### src/rtl/sysred_pkg.sv
package sysred_pkg;
  typedef enum logic {
    MODE_DISTINCT = 1'b0,
    MODE_POLYADD  = 1'b1
  } sr_mode_e;

  typedef enum logic [2:0] {
    ST_LOAD,
    ST_FLUSH,
    ST_EMIT,
    ST_REFEED,
    ST_DONE
  } sr_state_e;
endpackage

### src/rtl/sysred_cell.sv
module sysred_cell
  import sysred_pkg::*;
#(
  parameter sr_mode_e MODE = MODE_POLYADD,
  parameter int FW   = 3,
  parameter int NVAR = 2,
  parameter int P    = 5,
  localparam int W   = FW * (NVAR + 1),
  localparam int EW  = FW * NVAR
) (
  input  logic         clk,
  input  logic         rst_n,
  input  logic         adv,
  input  logic         clr,
  input  logic         up_v,
  input  logic [W-1:0] up_d,
  output logic         st_v,
  output logic [W-1:0] st_d,
  output logic         dn_v,
  output logic [W-1:0] dn_d
);
  logic         hit;
  logic [W-1:0] merged;

  generate
    if (MODE == MODE_POLYADD) begin : g_poly
      localparam logic [FW:0] PMOD = (FW + 1)'(P);
      logic [FW:0]   sum_w;
      logic [FW-1:0] sum_m;
      always_comb begin
        sum_w = {1'b0, st_d[W-1 -: FW]} + {1'b0, up_d[W-1 -: FW]};
        if (sum_w >= PMOD) sum_m = FW'(sum_w - PMOD);
        else               sum_m = sum_w[FW-1:0];
      end
      // exponent vectors compared, coefficient ignored
      assign hit    = st_v && up_v && (st_d[EW-1:0] == up_d[EW-1:0]);
      assign merged = {sum_m, st_d[EW-1:0]};
    end else begin : g_dist
      assign hit    = st_v && up_v && (st_d == up_d);
      assign merged = st_d;
    end
  endgenerate

  always_ff @(posedge clk) begin
    if (!rst_n) begin
      st_v <= 1'b0;
      st_d <= '0;
      dn_v <= 1'b0;
      dn_d <= '0;
    end else begin
      if (clr) st_v <= 1'b0;
      if (adv) begin
        if (up_v && !st_v) begin
          st_v <= 1'b1;
          st_d <= up_d;
          dn_v <= 1'b0;
        end else if (hit) begin
          st_d <= merged;
          dn_v <= 1'b0;
        end else begin
          dn_v <= up_v;
          dn_d <= up_d;
        end
      end
    end
  end
endmodule

### src/rtl/sysred_fifo.sv
module sysred_fifo #(
  parameter int W     = 9,
  parameter int DEPTH = 16,
  localparam int AW   = (DEPTH > 1) ? $clog2(DEPTH) : 1,
  localparam int CW   = $clog2(DEPTH + 1)
) (
  input  logic          clk,
  input  logic          rst_n,
  input  logic          push,
  input  logic [W-1:0]  push_d,
  input  logic          pop,
  output logic [W-1:0]  head,
  output logic [CW-1:0] count
);
  logic [W-1:0]  mem [DEPTH];
  logic [AW-1:0] wr_ptr, rd_ptr;

  function automatic logic [AW-1:0] bump(input logic [AW-1:0] p);
    return (p == AW'(DEPTH - 1)) ? '0 : p + 1'b1;
  endfunction

  assign head = mem[rd_ptr];

  always_ff @(posedge clk) begin
    if (push) mem[wr_ptr] <= push_d;
  end

  always_ff @(posedge clk) begin
    if (!rst_n) begin
      wr_ptr <= '0;
      rd_ptr <= '0;
      count  <= '0;
    end else begin
      if (push) wr_ptr <= bump(wr_ptr);
      if (pop)  rd_ptr <= bump(rd_ptr);
      case ({push, pop})
        2'b10:   count <= count + 1'b1;
        2'b01:   count <= count - 1'b1;
        default: count <= count;
      endcase
    end
  end
endmodule

### src/rtl/sysred_ctrl.sv
module sysred_ctrl
  import sysred_pkg::*;
#(
  parameter int DEPTH      = 4,
  parameter int FIFO_DEPTH = 16,
  localparam int IW  = $clog2(DEPTH + 1),
  localparam int CW  = $clog2(FIFO_DEPTH + 1),
  localparam int EXW = (DEPTH > 1) ? $clog2(DEPTH) : 1
) (
  input  logic           clk,
  input  logic           rst_n,
  input  logic           in_valid,
  input  logic           in_last,
  input  logic [IW-1:0]  inflight,
  input  logic [CW-1:0]  fifo_cnt,
  input  logic           pv_any,
  input  logic           emit_ok,
  input  logic           out_ready,
  output logic           in_ready,
  output logic           adv,
  output logic           refeed,
  output logic           out_valid,
  output logic           cell_clr,
  output logic           done,
  output logic [EXW-1:0] emit_idx
);
  sr_state_e     state;
  logic [CW-1:0] left;

  always_comb begin
    in_ready  = (state == ST_LOAD) && ((int'(fifo_cnt) + int'(inflight)) < FIFO_DEPTH);
    adv       = (state == ST_LOAD) || (state == ST_FLUSH) || (state == ST_REFEED);
    refeed    = (state == ST_REFEED);
    out_valid = (state == ST_EMIT) && emit_ok;
    cell_clr  = (state == ST_EMIT) && (!emit_ok || out_ready);
    done      = (state == ST_DONE);
  end

  always_ff @(posedge clk) begin
    if (!rst_n) begin
      state    <= ST_LOAD;
      emit_idx <= '0;
      left     <= '0;
    end else begin
      case (state)
        ST_LOAD:
          if (in_valid && in_ready && in_last) state <= ST_FLUSH;
        ST_FLUSH:
          if (!pv_any) begin
            state    <= ST_EMIT;
            emit_idx <= '0;
          end
        ST_EMIT:
          if (cell_clr) begin
            if (emit_idx == EXW'(DEPTH - 1)) begin
              if (fifo_cnt == '0) state <= ST_DONE;
              else begin
                state <= ST_REFEED;
                left  <= fifo_cnt;
              end
            end else begin
              emit_idx <= emit_idx + 1'b1;
            end
          end
        ST_REFEED: begin
          left <= left - 1'b1;
          if (left == CW'(1)) state <= ST_FLUSH;
        end
        default: state <= ST_LOAD;
      endcase
    end
  end
endmodule

### src/rtl/sysred_top.sv
module sysred_top
  import sysred_pkg::*;
#(
  parameter sr_mode_e MODE = MODE_POLYADD,
  parameter int NVAR       = 2,
  parameter int P          = 5,
  parameter int DEPTH      = 4,
  parameter int FIFO_DEPTH = 16,
  localparam int FW  = $clog2(P),
  localparam int W   = FW * (NVAR + 1)
) (
  input  logic         clk,
  input  logic         rst_n,
  input  logic         in_valid,
  output logic         in_ready,
  input  logic [W-1:0] in_data,
  input  logic         in_last,
  output logic         out_valid,
  input  logic         out_ready,
  output logic [W-1:0] out_data,
  output logic         done
);
  localparam int IW  = $clog2(DEPTH + 1);
  localparam int CW  = $clog2(FIFO_DEPTH + 1);
  localparam int EXW = (DEPTH > 1) ? $clog2(DEPTH) : 1;

  logic [DEPTH-1:0] st_v, pv_v, clr_v;
  logic [W-1:0]     st_d [DEPTH];
  logic [W-1:0]     pv_d [DEPTH];

  logic           src_v;
  logic [W-1:0]   src_d;
  logic           adv, refeed, cell_clr, emit_ok, pv_any;
  logic [EXW-1:0] emit_idx;
  logic [IW-1:0]  inflight;
  logic           fifo_push, fifo_pop;
  logic [W-1:0]   fifo_head;
  logic [CW-1:0]  fifo_cnt;

  assign src_v     = refeed ? 1'b1 : (in_valid && in_ready);
  assign src_d     = refeed ? fifo_head : in_data;
  assign pv_any    = |pv_v;
  assign inflight  = IW'($countones(pv_v));
  assign fifo_push = adv && pv_v[DEPTH-1];
  assign fifo_pop  = refeed;
  assign out_data  = st_d[emit_idx];

  generate
    if (MODE == MODE_POLYADD) begin : g_emit_poly
      assign emit_ok = st_v[emit_idx] && (st_d[emit_idx][W-1 -: FW] != '0);
    end else begin : g_emit_dist
      assign emit_ok = st_v[emit_idx];
    end

    for (genvar i = 0; i < DEPTH; i++) begin : g_cell
      logic         up_v;
      logic [W-1:0] up_d;
      if (i == 0) begin : g_head
        assign up_v = src_v;
        assign up_d = src_d;
      end else begin : g_link
        assign up_v = pv_v[i-1];
        assign up_d = pv_d[i-1];
      end
      assign clr_v[i] = cell_clr && (emit_idx == EXW'(i));

      sysred_cell #(.MODE(MODE), .FW(FW), .NVAR(NVAR), .P(P)) u_cell (
        .clk (clk),
        .rst_n (rst_n),
        .adv (adv),
        .clr (clr_v[i]),
        .up_v (up_v),
        .up_d (up_d),
        .st_v (st_v[i]),
        .st_d (st_d[i]),
        .dn_v (pv_v[i]),
        .dn_d (pv_d[i])
      );
    end
  endgenerate

  sysred_fifo #(.W(W), .DEPTH(FIFO_DEPTH)) u_ovf (
    .clk (clk),
    .rst_n (rst_n),
    .push (fifo_push),
    .push_d (pv_d[DEPTH-1]),
    .pop (fifo_pop),
    .head (fifo_head),
    .count (fifo_cnt)
  );

  sysred_ctrl #(.DEPTH(DEPTH), .FIFO_DEPTH(FIFO_DEPTH)) u_ctrl (
    .clk (clk),
    .rst_n (rst_n),
    .in_valid (in_valid),
    .in_last (in_last),
    .inflight (inflight),
    .fifo_cnt (fifo_cnt),
    .pv_any (pv_any),
    .emit_ok (emit_ok),
    .out_ready (out_ready),
    .in_ready (in_ready),
    .adv (adv),
    .refeed (refeed),
    .out_valid (out_valid),
    .cell_clr (cell_clr),
    .done (done),
    .emit_idx (emit_idx)
  );
endmodule

### config.mk
export PLATFORM = sky130hd
export DESIGN_NAME = sysred_top
export DESIGN_NICKNAME = d
export VERILOG_FILES = /design/src/rtl/sysred_pkg.sv /design/src/rtl/sysred_cell.sv /design/src/rtl/sysred_fifo.sv /design/src/rtl/sysred_ctrl.sv /design/src/rtl/sysred_top.sv
export SDC_FILE = /design/constraint.sdc
export NUM_CORES = 1
export LEC_CHECK = 0
export CAP_MARGIN = 20
export CORE_MARGIN = 4
export CORE_UTILIZATION = 50
export DETAILED_ROUTE_END_ITERATION = 7
export GPL_TIMING_DRIVEN = 0
export PLACE_DENSITY = 0.66
export SLEW_MARGIN = 20
export SYNTH_ARGS = -nofsm -noshare
export SYNTH_HDL_FRONTEND = slang
export SYNTH_SLANG_ARGS = --single-unit
### constraint.sdc
create_clock -name clk -period 10.9 [get_ports clk]
set_input_delay 2.18 -clock clk [delete_from_list [all_inputs] [get_ports clk]]
set_output_delay 2.18 -clock clk [all_outputs]
set_load 0.01 [all_outputs]
==> results.yml <==
clocking:
  cts_made_buffers: 26
  clockRootBuffer: "clkbuf_16"
  cts_resized: 0
  cts_sinks: 251
  clock_latency_ns: 0.53
  clkTransAtPathRegs_ns: 0.06
  cts.path.max_buffers: 3
  cts_setup_buffers: 0
  htree_levels: 1
  hold_buffers: 0
  cts_tree: "built"
floorplan:
  ios: 26
  fp.dieW_um: 161.2
  core.rowCount: 55
  die_h_um: 161.2
  initial_core_util_pct: 51.36
  dieArea_um2: 25980
  coreArea_um2: 22850
yosys:
  ys_ff_latch: 251
  yosysTopAreaCell: "edfxtp_1"
  synth_cell_types: 63
  synth_area_per_cell_um2: 12.64
  synth.most_common_cell: "edfxtp_1"
  syn_inst: 928
  syn-num-nets: 985
  synth_edf_count: 144
  synth_common_cells: "edfxtp_1, nor2_1, dfxtp_1, mux2i_1, nand2_1"
  synth.area.top_cells: "edfxtp_1, dfxtp_1, mux2i_1, mux4_2, ha_1"
  ys_seq_area_share_pct: 55.11
  synth_area_um2: 11730
  synth_warnings: 0
  synthArstFlopShare_pct: 0
  ys.flop_type: "edfxtp_1"
  netlist.area_leader.share_pct: 36.85
setup_path:
  rrSetupSlack_ns: 6.25
  r2r_cells: 18
  required_ns: 8.72
  rr_endpoint: "g_cell[0].u_cell.st_d[7]"
  cp.arrival_ns: 2.94
  worstSetupPathType: "reg -> out"
  end_kind: "output pin"
  cp-start-kind: "register"
  worst-path-max-fanout: 5
sta:
  rsz0062_at_grt: "false"
  finalHoldViolCount: 0
  worst_slew_pin_slew_ns: 1.128
  period_share_pct: 46.97
  fmax_ghz: 0.1953
  min_period_ns: 5.120
  fin_setup_tns_ns: 0
  finalMaxSlewViolations: 0
  setup_viol_count_final: 0
  finClkSkew_ns: 0.01955
  slew_headroom_pct: 24.49
detailed_routing:
  antenna_left: 0
  routed_wl_um: 26710
  wire_per_inst_um: 20.26
  drtIter0Drc: 653
  viasPerCell: 5.546
  vias: 7310
  drc: 0
  first_pass_iters: 5
cells_and_area:
  syn_to_final_growth_pct: 13.01
  fillers: 1902
  antennaDiodeCount: 0
  nNetsFinal: 1044
  drive_gt1_share_pct: 12.14
min_path:
  min_from: "u_ctrl.left[1]"
  hold_depth: 2
  hp-class: "reg -> reg"
  hold-path-endpoint: "u_ctrl.left[1]"
global_route:
  grt_max_degree: 18
  first_global_vias: 7244
  grt-ovfl-total: 0
  antenna_found_initial: 0
  grt_pass1_wl_um: 41980
  grt_util_all_layers_pct: 20.74
power_and_ir_drop:
  leakagePower_nw: 4.920
  p_total_mw: 2.498
  ir_worst_vdd_v: 0.0001616
  powerDensity_nw_per_um2: 188.4
job:
  cap_violations: 0
place:
  dp_hpwl_um: 19120
  gp_congestion: 0.8521
  port_buffers: 24
outcome:
  outcome: "finished, final reports clean"
-- per-layer routing --
metal	global-route usage, %	vias up	part of all wire (%)
li1	-	3528	-
met3	3.343	28	5.9
met2	32.25	188	45
met1	31.41	3566	48
met5	0	-	0
met4	3.761	0	1.4
-- cells in the final DEF (no fill, tap or decap), types with 28 or more instances in the layout --
cell type  Yosys  layout
xnor2_1       28      28
ha_1          37      37
a21oi_1       40      40
edfxtp_1     144     144
dfxtp_1      107     107
nor2_1       118     113
mux4_2        37      37
clkbuf_1      23      32
nand2_1       74      74
mux2i_1       94      94
-- state kept, by name, indices dropped and copies added (netlist names), named ones only --
register            count
g_cell.u_cell.dn_d     36
g_cell.u_cell.dn_v      4
g_cell.u_cell.st_d     36
g_cell.u_cell.st_v      4
u_ctrl.emit_idx         2
u_ctrl.left             5
u_ctrl.state            3
u_ovf.count             5
u_ovf.mem             144
u_ovf.rd_ptr            4
u_ovf.wr_ptr            4
-- metrics by stage --
step | hold slack, ns | setup slack [ns] | instance area, um^2 | instances | util, %
finish | 0.4634 | 5.780 | 13260 | 1318 | 58.04
global route | 0.4928 | 5.686 | 13260 | 1318 | 58.04
global placement | 0.4621 | 5.726 | 12370 | 1265 | 54.12
detailed placement | 0.4587 | 5.750 | 12430 | 1270 | 54.41
floorplan | 0.4450 | 6.476 | 11730 | 928 | -
CTS | 0.4645 | 5.808 | 13240 | 1316 | 57.94
-- kinds of logic (layout without fill, tap and decap cells) --
| logic type | count (synthesis) | after routing | synth area share (%) |
|---|---|---|---|
| AND/OR/NAND/NOR | 260 | 260 | 9.842 |
| flip-flops | 251 | 251 | 55.11 |
| multiplexers | 145 | 145 | 17.51 |
| AO/OA/AOI/OAI | 113 | 113 | 6.249 |
| buffers and inverters | 67 | 144 | 2.666 |
| XOR/XNOR | 49 | 49 | 3.658 |
| adder cells (fa/ha/maj) | 43 | 43 | 4.969 |
-- critical path, stage by stage, from the launching register on --
cell and delay, ns:
dfxtp_1 0.42, fa_1 0.44, ha_1 0.28, a21o_1 0.18
a21o_1 0.21, a31oi_1 0.29, clkdlybuf4s50_1 0.60
-- worst max-delay path by stage --
stage          slack (ns)                   from                       end  depth (start not counted)
2_1_floorplan        6.48             in_data[6]  g_cell[0].u_cell.st_d[7]                         13
3_3_place_gp         5.73             in_data[6]  g_cell[0].u_cell.st_d[7]                         14
3_5_place_dp         5.75             in_data[6]  g_cell[0].u_cell.st_d[7]                         14
4_1_cts              5.81  g_cell[3].u_cell.dn_v                  in_ready                          6
5_1_grt              5.69  g_cell[3].u_cell.dn_v                  in_ready                          6
6_report             5.78  g_cell[3].u_cell.dn_v                  in_ready                          6
-- final cells by class --
cell class	count	area [um^2]	share of cell area [%]
multi-input cells	610	4987	37.61
clock inverters	10	96.34	0.7266
plain buffers	44	226.5	1.708
inverters	23	86.33	0.6511
well taps	313	391.6	2.953
flip-flops and latches	251	6466	48.76
repair buffers	31	296.5	2.236
clock buffers	36	709.4	5.350
-- where the power goes --
| group | switching [mW] | internal, mW | total [mW] |
|---|---|---|---|
| registers | 0.0811 | 1.06 | 1.14 |
| clock network | 0.348 | 0.499 | 0.847 |
| logic | 0.271 | 0.243 | 0.514 |
Note: power is estimated with default switching activity, not from simulation.
